==> src/rtl/contact_pulser_pkg.sv <==
package contact_pulser_pkg;

    typedef enum logic [1:0] {
        ST_ARMED   = 2'd0,
        ST_QUALIFY = 2'd1,
        ST_FIRE    = 2'd2,
        ST_RELEASE = 2'd3
    } pulser_state_e;

endpackage

==> src/rtl/contact_sync.sv <==
module contact_sync #(
    parameter int STAGES = 2
) (
    input  logic clk,
    input  logic rst_n,
    input  logic async_in,
    output logic sync_out
);
    logic [STAGES-1:0] chain_q;

    generate
        for (genvar i = 0; i < STAGES; i++) begin : g_stage
            if (i == 0) begin : g_first
                always_ff @(posedge clk or negedge rst_n) begin
                    if (!rst_n) chain_q[0] <= 1'b0;
                    else        chain_q[0] <= async_in;
                end
            end else begin : g_next
                always_ff @(posedge clk or negedge rst_n) begin
                    if (!rst_n) chain_q[i] <= 1'b0;
                    else        chain_q[i] <= chain_q[i-1];
                end
            end
        end
    endgenerate

    assign sync_out = chain_q[STAGES-1];
endmodule

==> src/rtl/pulse_sequencer.sv <==
module pulse_sequencer
    import contact_pulser_pkg::*;
#(
    parameter int CNT_W = 16
) (
    input  logic             clk,
    input  logic             rst_n,
    input  logic             contact_s,
    input  logic [CNT_W-1:0] debounce_cycles,
    input  logic [CNT_W-1:0] pulse_cycles,
    output logic             pulse_on
);
    localparam logic [CNT_W-1:0] ONE = CNT_W'(1);

    typedef struct packed {
        pulser_state_e    st;
        logic [CNT_W-1:0] cnt;
        logic [CNT_W-1:0] len;
    } seq_regs_t;

    seq_regs_t seq_d, seq_q;
    logic [CNT_W-1:0] len_eff;

    assign len_eff = (pulse_cycles == '0) ? ONE : pulse_cycles;

    always_comb begin
        seq_d = seq_q;
        unique case (seq_q.st)
            ST_ARMED: begin
                seq_d.cnt = '0;
                if (contact_s) begin
                    seq_d.cnt = ONE;
                    if (debounce_cycles == '0) begin
                        seq_d.st  = ST_FIRE;
                        seq_d.len = len_eff;
                    end else begin
                        seq_d.st = ST_QUALIFY;
                    end
                end
            end
            ST_QUALIFY: begin
                if (!contact_s) begin
                    seq_d.st  = ST_ARMED;
                    seq_d.cnt = '0;
                end else if (seq_q.cnt >= debounce_cycles) begin
                    seq_d.st  = ST_FIRE;
                    seq_d.cnt = ONE;
                    seq_d.len = len_eff;
                end else begin
                    seq_d.cnt = seq_q.cnt + ONE;
                end
            end
            ST_FIRE: begin
                if (seq_q.cnt >= seq_q.len) begin
                    seq_d.st  = ST_RELEASE;
                    seq_d.cnt = '0;
                end else begin
                    seq_d.cnt = seq_q.cnt + ONE;
                end
            end
            ST_RELEASE: begin
                if (contact_s) begin
                    seq_d.cnt = '0;
                end else if (seq_q.cnt >= debounce_cycles) begin
                    seq_d.st  = ST_ARMED;
                    seq_d.cnt = '0;
                end else begin
                    seq_d.cnt = seq_q.cnt + ONE;
                end
            end
            default: seq_d = '{st: ST_ARMED, cnt: '0, len: '0};
        endcase
    end

    always_ff @(posedge clk or negedge rst_n) begin
        if (!rst_n) seq_q <= '{st: ST_ARMED, cnt: '0, len: '0};
        else        seq_q <= seq_d;
    end

    assign pulse_on = (seq_q.st == ST_FIRE);
endmodule

==> src/rtl/contact_pulser.sv <==
module contact_pulser #(
    parameter int CNT_W       = 16,
    parameter int SYNC_STAGES = 2
) (
    input  logic             clk,
    input  logic             rst_n,
    input  logic             contact_in,
    input  logic [CNT_W-1:0] debounce_cycles,
    input  logic [CNT_W-1:0] pulse_cycles,
    output logic             pos_en,
    output logic             neg_en,
    output logic             indicator
);
    logic contact_s;
    logic pulse_on;

    contact_sync #(.STAGES(SYNC_STAGES)) sync_i (
        .clk      (clk),
        .rst_n    (rst_n),
        .async_in (contact_in),
        .sync_out (contact_s)
    );

    pulse_sequencer #(.CNT_W(CNT_W)) seq_i (
        .clk             (clk),
        .rst_n           (rst_n),
        .contact_s       (contact_s),
        .debounce_cycles (debounce_cycles),
        .pulse_cycles    (pulse_cycles),
        .pulse_on        (pulse_on)
    );

    assign pos_en    = pulse_on;
    assign neg_en    = pulse_on;
    assign indicator = pulse_on;
endmodule

==> config.mk <==
export PLATFORM = sky130hd
export DESIGN_NAME = contact_pulser
export DESIGN_NICKNAME = d
export VERILOG_FILES = /design/src/rtl/contact_pulser_pkg.sv /design/src/rtl/contact_sync.sv /design/src/rtl/pulse_sequencer.sv /design/src/rtl/contact_pulser.sv
export SDC_FILE = /design/constraint.sdc
export NUM_CORES = 1
export LEC_CHECK = 0
export BUFFER_PORTS_ARGS = -buffer_cell sky130_fd_sc_hd__buf_2
export CAP_MARGIN = 20
export CELL_PAD_IN_SITES_DETAIL_PLACEMENT = 1
export CELL_PAD_IN_SITES_GLOBAL_PLACEMENT = 1
export CORE_MARGIN = 1
export CORE_UTILIZATION = 25
export DETAILED_ROUTE_END_ITERATION = 7
export PLACE_DENSITY = 0.53
export SYNTH_ARGS = -nofsm -noshare
export SYNTH_HDL_FRONTEND = slang
export SYNTH_SLANG_ARGS = --single-unit
==> constraint.sdc <==
create_clock -name clk -period 2.4 [get_ports clk]
set_input_delay 0.24 -clock clk [delete_from_list [all_inputs] [get_ports clk]]
set_output_delay 0.24 -clock clk [all_outputs]
set_load 0.02 [all_outputs]
==> results.md, run 1 <==
Detailed routing:
- The count of TritonRoute iterations in the first routing pass is 4.
- The wire length reported by the detailed router is 6624 um.
- The routed wirelength normalized by instance count is about 14 um.
- The via density per instance is 4.626.
- The antenna violation net count after detailed routing is 0.
- The final route contains 2165 vias.
- After detailed routing, the number of remaining DRC violations is 0.
- The first routing iteration left 17 violations.

STA:
- For this run, the top clock speed supported by timing is 444.4 MHz.
- The final number of hold-violating endpoints was 0.
- After layout, the worst path uses 93.77% of the clock period.
- The smallest clock period supported by the final layout is computed as around 2.3 ns.
- Setup violations remaining at the end of the flow were counted as 0.
- The max-slew violation count was 0.
- The max-slew headroom at the worst pin is 42.40%.
- The post-route clock skew is 0.009427 ns.
- Setup repair after global routing could not meet its margin everywhere.
- In the post-route analysis, the smallest setup slack over all paths is about 0.15 ns.
- The slew at the pin with the worst max-slew slack is approximately 0.86 ns.

Min path:
- The class of the worst hold path is in2async.

Global routing:
- The busiest layer in global routing is met2.
- Global routing used between 20 and 30% of the available met2 tracks.
- The global-route wire length before repair is between 10000 and 15000 um.
- The initial antenna violation count is 0.
- Entering global routing, the biggest net connects 37 pins.
- The global-route usage over all layers is 13.94%.
- The met1 layer usage reported by global route is 17.04%.
- Summed over all layers, the global routing overflow is 0.
- For this run, global-route usage on met3 was measured as 2.441%.
- The number of global-route vias before repair is ~2300.

Die:
- The width of the die is a little over 100 um.
- In this run the count of I/O pins placed on the die edge is 38.
- The core area is slightly below 10000 um2.
- The starting density of the core is 25.91%.
- The total die area is 10540 um2.
- Measured along the y axis, the die boundary spans 102.6 um.
- In this run the core area contains 36 standard-cell rows.

Yosys:
- Measured against the total synthesized area, the mux share comes to ~6.4%.
- The fraction of synthesized cell area taken by the top area cell type is 35.57%.
- The post-synthesis cell type with the largest combined area is sky130_fd_sc_hd__dfrtp_1.
- The synthesized design contains 36 register bits.
- In the post-synthesis netlist, the biggest area contributors are sky130_fd_sc_hd__dfrtp_1 36%, sky130_fd_sc_hd__ha_1 16%, sky130_fd_sc_hd__inv_1 5.9%, sky130_fd_sc_hd__mux2i_1 5.9%, sky130_fd_sc_hd__a21oi_1 5.3%.
- The Yosys step of the flow raised 0 warnings.
- The share of synthesized area occupied by flip-flops and latches is 35.57%.
- The area fraction in compound gates after synthesis is 14.03%.
- The simple logic cell fraction of the synthesized area is about 15%.
- The share of synthesized flip-flops with an asynchronous set or reset is 100.0%.
- In this run, distinct cell masters in the synthesized netlist total 35.
- Synthesis produced 272 cells.
- The post-synthesis average cell area is 9.310 um2.
- The number of flops mapped to enable cells by yosys is 0.
- The xor/xnor cell area share of the yosys netlist is 5.188%.
- The mapped netlist covers 2532 um2.
- The adder-cell share of the synthesized area is 16.30%.
- By area, the combinational part of the netlist is dominated by adder cells.
- The most used flip-flop cell after synthesis is sky130_fd_sc_hd__dfrtp_1.
- Counting every net in the synthesized netlist gives between 300 and 400.

Pwr:
- In this run the static leakage power is 1.516 nW.
- In this run the power density over the cells is 770.5 nW/um2.
- VDD sags by at most 335.4 uV.

Finish:
- Leaving out fill and tap cells, the most frequent cells in the layout are 40 x sky130_fd_sc_hd__inv_1, 37 x sky130_fd_sc_hd__buf_2, 36 x sky130_fd_sc_hd__dfrtp_1.
- The count of antenna diodes in the layout is 0.
- The finished cells cover 3174 um2.
- At the end of the flow, the number of nets in the layout was 402.
- The count of placed standard cells in the final layout, fillers left out is around 470.
- Of the cells placed in the final design, the portion with a size suffix greater than 1 is 22.99%.
- The layout-stage area growth over the synthesis result is 25.35%.
- Leaving out fill and tap cells, the most frequent cell in the layout is sky130_fd_sc_hd__inv_1.
- Cells fill 32.48% of the core in the end.

Critical path:
- The library cell contributing the largest single delay on the critical path is sky130_fd_sc_hd__dfrtp_1.
- The launch point of the worst path is seq_i.seq_q[27].
- The largest stage delay on the critical path is 0.39 ns.
- The internal reg-to-reg setup slack is approximately 0.15 ns.
- The endpoint of the most critical setup path is seq_i.seq_q[3].
- STA classifies the critical path endpoint as a flop.
- The startpoint-to-endpoint class of the critical path is reg2reg.
- Walking the worst path, the cells encountered are ha_1 -> nand4_1 -> a311oi_2 -> a31oi_4 -> a2111oi_4 -> buf_4 -> buf_12 -> mux2i_1.
- The maximum net fanout on the critical path is 15.
- Data arrives at the worst endpoint at between 2 and 2.5 ns.
- The worst flop-to-flop path endpoint is seq_i.seq_q[3].
- The worst setup path is launched from a flop.
- For the worst setup path, the data required time is 2.61 ns.
- The start of the worst register-to-register path is seq_i.seq_q[27].
- The worst-case reg-to-reg path depth is 8.

Placement:
- The total placed instance area is slightly above 3000 um2.
- At the placement stage, the worst setup path has a slack of ~0.057 ns.
- At the end of routability-driven placement, the weighted congestion stood at between 0.7 and 0.8.
- The total half-perimeter wirelength after legalization and detailed placement is 5477 um.
- In this run, placement finished with an instance count of ~460.
- In this run the tool buffered the top-level ports with 37 buffer cells.

CTS:
- Clock-pin slew was measured on the worst setup and hold paths at approximately 0.080 ns.
- The TritonCTS clock tree is built.
- The number of clock buffers added by TritonCTS is 5.
- The CTS sink count is 36.
- The H-tree was split into 2 levels.
- The root buffer cell chosen for the clock tree is sky130_fd_sc_hd__clkbuf_8.
- The clock passes through at most 2 buffers.
- The clock insertion delay at the later pin of the skew report is 0.30 ns.

Status:
- The flow ran to the end, and the final reports show no timing, DRC or antenna violations.

Job:
- The number of violations of the max-capacitance limit is 0.
[metal layers]
layer | routed length, um | share of wire, %
met1 | 3003 | 45
met2 | 3432 | 52
met4 | 42 | 0.63
met3 | 145 | 2.2
met5 | 0 | 0
[where the power goes]
part / total, W / switching (W) / internal, W
Clock: 0.000545 / 0.000238 / 0.000308
Combinational: 0.00106 / 0.000607 / 0.000448
Sequential: 0.000845 / 0.0000768 / 0.000768
Total: 0.00245 / 0.000922 / 0.00152
[sequential cells by signal (all words and copies together) (netlist names)]
register         flops
seq_i.seq_q         34
sync_i.chain_q       1
sync_i.sync_out      1
[synth_stat cells, types with 5 or more instances]
cell,instances
sky130_fd_sc_hd__ha_1,33
sky130_fd_sc_hd__a21oi_1,27
sky130_fd_sc_hd__dfrtp_1,36
sky130_fd_sc_hd__nor4_1,9
sky130_fd_sc_hd__inv_1,40
sky130_fd_sc_hd__nor2_1,9
sky130_fd_sc_hd__o21ai_0,5
sky130_fd_sc_hd__xnor2_1,12
sky130_fd_sc_hd__nand2_1,23
sky130_fd_sc_hd__mux2i_1,15
sky130_fd_sc_hd__nand3_1,9
sky130_fd_sc_hd__nand4_1,11
[cell families (layout without fill, tap and decap cells)]
family,after synthesis,in the layout
buf+inv,47,110
simple gates,75,75
mux,16,16
compound gates,50,50
flops,36,36
fa+ha+maj,33,33
xor+xnor,15,15
[timing repair]
| item | in CTS | in global routing |
|---|---|---|
| hold buffers | 0 | 0 |
| setup buffers | 0 | 1 |
| resized for setup | 0 | 3 |
| setup endpoints to repair | 0 | 20 |
[worst max-delay path, delay by kind of cell (launching register included)]
kind            cells  cell delay, ns
compound gates      3            0.73
fa+ha+maj           1            0.32
buf+inv             2            0.35
flops               1            0.39
mux                 1            0.19
simple gates        1            0.18
[area by class of cell]
type                       instances  area, um2
clock buffer                       5      68.82
tap                              133      166.4
multi-input combinational        189       1460
clock inverter                     3      42.54
sequential                        36      900.9
fill                            1184       6600
inverter                          40      150.1
timing repair buffer              62      385.4
[how the worst min path moves through the flow]
stage / slack (ns) / start / to / cells past startpoint
floorplan: -0.06 / rst_n / seq_i.seq_q[0] / 0
global placement: 0.34 / sync_i.chain_q[0] / sync_i.sync_out / 0
detailed placement: 0.35 / sync_i.chain_q[0] / sync_i.sync_out / 0
CTS: 0.04 / contact_in / sync_i.chain_q[0] / 1
global route: 0.05 / contact_in / sync_i.chain_q[0] / 1
finish: 0.05 / rst_n / seq_i.seq_q[11] / 1
[through the flow]
step	power [W]	hold WS [ns]	TNS [ns]
CTS	0.002492	0.04355	0
finish	0.002446	0.04798	0
detailed placement	0.001924	0.3472	0
floorplan	0.001554	-0.05559	0
global placement	0.001893	0.3433	0
global route	0.002654	0.04579	-0.01521
Power figures use the tool's default switching activity.
==> run 2: changes to the inputs <==
==> constraint.sdc (replaced) <==
create_clock -name clk -period 2.4 [get_ports clk]
set_input_delay 0.72 -clock clk [delete_from_list [all_inputs] [get_ports clk]]
set_output_delay 0.72 -clock clk [all_outputs]
set_load 0.02 [all_outputs]
==> run 2 against run 1 <==
  * Register-to-register slack got worse by 0.04 ns
  * Via count increased by 0.37%
  * Clock-buffer cell count increased by 1
  * Critical path type is now in2reg
  * Final cell count increased by 1.7%
  * Sequential cell count unchanged
  * Global-route usage increased by 0.17 points
  * Maximum frequency decreased by 3.0%
  * Design area increased by 9.0%
==> results.md, run 2 (synthesis results as in run 1) <==
Status:
- The flow ran to the end, and the final reports show no timing, DRC or antenna violations.

STA:
- The max-slew violation count is 0.
- The worst path setup slack after routing is 0.07885 ns.
- The post-route clock skew is 0.01065 ns.
- The final number of hold-violating endpoints is 0.
- Dividing the final minimum period by the clock period gives 96.71%.
- Timing would allow up to 430.8 MHz.
- Setup repair after global routing could not meet its margin everywhere.
- The count of final setup violators is 0.
- The worst pin sits at a relative slew slack of 66.02%.
- The final sum of negative setup slack is 0 ns.
- The minimum period implied by the final worst setup slack is 2.321 ns.
- At the pin with the least slew margin, the transition time is about 0.51 ns.

Finish:
- With fillers left out, the area of the finished cells amounts to 3460 um2.
- Leaving out fill and tap cells, the most frequent cell in the layout is sky130_fd_sc_hd__dfrtp_1.
- The flip-flop count of the largest register, all copies and words added is 34.
- The post-route netlist has 29.74% of its cells at a drive strength greater than 1.
- The count of cells in the finished layout, fillers not included, comes to approximately 480.
- The count of antenna diodes in the layout is 0.
- seq_i.seq_q holds more flip-flops than any other register.
- In the layout the commonest cells are 36 x sky130_fd_sc_hd__dfrtp_1, 33 x sky130_fd_sc_hd__inv_1, 30 x sky130_fd_sc_hd__buf_2.
- The number of nets in the final layout is 410.
- Relative to the synthesized area, the layout overhead comes to 36.61%.

CTS:
- Clock tree synthesis found a total of 36 sinks.
- The TritonCTS clock tree is built.
- The number of buffers created by CTS is 5.
- In this run, post-CTS hold repair placed 0 buffers.
- The H-tree was split into 2 levels.
- Clock latency on the worst-skew pair, taken at its later pin, is around 0.30 ns.
- The clock transition at the register clock pins on the worst setup and hold paths after CTS is 0.08 ns.
- The worst-case clock buffer depth is 2.
- In this run the clock root is driven by a sky130_fd_sc_hd__clkbuf_8.

Pwr:
- Net switching is a little under two fifths of the power.
- The analysis attributes to cell leakage a power of 1.579 nW.
- Per report_power, the combinational group accounts for 45.4% of the total.
- The clock group share of total power is 21.3%.
- Across the VDD grid, the largest voltage drop is 271.3 uV.
- The analysis attributes to net switching a power of 0.0009617 W.
- Registers are responsible for approximately a third of the overall power.
- The total power consumption of the routed design is 0.002564 W.
- The power density normalized to cell area is ~740 nW/um2.
- Internal power comes to approximately 0.0016 W.

Critical path:
- The worst setup path is launched from an input pin.
- The signal on the critical path passes through buf_8 -> inv_8 -> ha_4 -> a21oi_1 -> a21boi_0 -> buf_4 -> a2111oi_4 -> a2111oi_4 -> buf_6 -> buf_12 -> mux2i_4.
- For this design, the slowest cell found on the critical path is sky130_fd_sc_hd__a2111oi_4.
- The worst path required time is about 2.6 ns.
- Along the worst path, the maximum fanout reaches 8.
- In this design, the stage delay of the slowest critical-path cell is 0.43 ns.
- The critical path is of the in2reg type.
- By instance count, the cell type seen most on the critical path is sky130_fd_sc_hd__a2111oi_4.
- The arrival time at the worst endpoint is 2.51 ns.
- The sort of element at the end of the critical path is a flop.

Global routing:
- The first global-routing pass estimated 11210 um of wire.
- Entering global routing, the biggest net connects 37 pins.
- The total overflow left after global routing is 0.
- Global routing consumed, over all layers together, 14.11% of the routing resources.
- The number of global-route vias before repair was 2278.
- The initial antenna violation count is 0.

Placement:
- After detailed placement, the total cell area comes to between 3000 and 4000 um2.
- Once placement completed, the tool counted placed cells totaling approximately 470.
- The number of buffers inserted by port buffering is 37.
- At the end of routability-driven placement, the weighted congestion stood at 0.7722.
- The total half-perimeter wirelength after legalization and detailed placement is approximately 5500 um.
- At the placement stage, the worst setup path has a slack of -0.3861 ns.

Die:
- From bottom edge to top edge, the die measures 102.6 um.
- The die covers around 11000 um2.
- 38 I/O pins were placed.
- The floorplan has 36 rows.
- Once the floorplan was initialized, standard cells occupied 25.91% of the core.
- The width of the die is a little over 100 um.
- The floorplan step defined a core boundary enclosing ~9800 um2.

Detailed routing:
- Dividing the detail-routed wire length by the instance count gives 14.40 um.
- Across all layers, the routed design uses between 2000 and 2500 vias.
- The count of TritonRoute iterations in the first routing pass is 4.
- For this block, the initial DRC count from the detailed router was 40.
- The final layout contains routed wiring with a total length of 6854 um.
- Dividing the detail-routed via count by the number of cells gives ~4.6.
- The antenna violation net count after detailed routing is 0.
- In the routed design, unresolved DRC markers number 0.

Min path:
- The class of the worst hold path is reg2reg.

Job:
- The number of violations of the max-capacitance limit is 0.
[run 2: final timing paths]
path	start	end	slack, ns	cells past startpoint
worst max-delay path	debounce_cycles[14]	seq_i.seq_q[11]	0.08	11
worst min-delay path	sync_i.chain_q[0]	sync_i.sync_out	0.36	0
worst max register to register	seq_i.seq_q[26]	seq_i.seq_q[11]	0.11	8
worst min register to register	sync_i.chain_q[0]	sync_i.sync_out	0.36	0
max in group asynchronous	rst_n	seq_i.seq_q[2]	1.57	2
min in group asynchronous	rst_n	seq_i.seq_q[18]	0.47	2
[run 2: cell type report]
class	count	area [um2]
clock buffer	6	72.57
fill	1158	6315
tap	133	166.4
sequential	36	900.9
multi-input combinational	189	1592
inverter	40	165.2
clock inverter	2	35.03
timing repair buffer	70	528.0
[run 2: worst max-delay path, delay by kind of cell]
| kind | cells | cell delay (ns) |
|---|---|---|
| buffers and inverters | 5 | 0.57 |
| muxes | 1 | 0.18 |
| adders and majority gates | 1 | 0.23 |
| AOI/OAI and AO/OA | 4 | 0.81 |
[run 2: timing repair]
item / in CTS / in global routing
pin swaps: 6 / 12
endpoints found under the setup margin: 15 / 19
resized for setup: 9 / 23
cloned: 1 / 0
setup buffers: 1 / 0
[run 2: through the flow]
stage | hold slack [ns] | utilization [%]
after CTS | 0.3574 | 34.24
final | 0.3599 | 35.39
after global routing | 0.3772 | 35.39
after detailed placement | 0.3410 | 32.30
after global placement | 0.3373 | 32.30
after floorplan | 0.3312 | -
[run 2: power groups by stage]
stage | Clock [W] | Sequential [W] | Combinational (W)
floorplan | 0 | 0.000828 | 0.000740
global placement | 0 | 0.000862 | 0.00104
detailed placement | 0 | 0.000867 | 0.00108
CTS | 0.000562 | 0.000855 | 0.00112
global route | 0.000584 | 0.000874 | 0.00131
finish | 0.000546 | 0.000853 | 0.00117
[run 2: per-layer routing]
metal / global-route usage (%) / wire (um) / vias up
li1: - / - / 1100
met5: 0 / 0 / -
met4: 3.626 / 43 / 0
met3: 2.305 / 124 / 4
met2: 24.41 / 3462 / 14
met1: 18.20 / 3224 / 1055
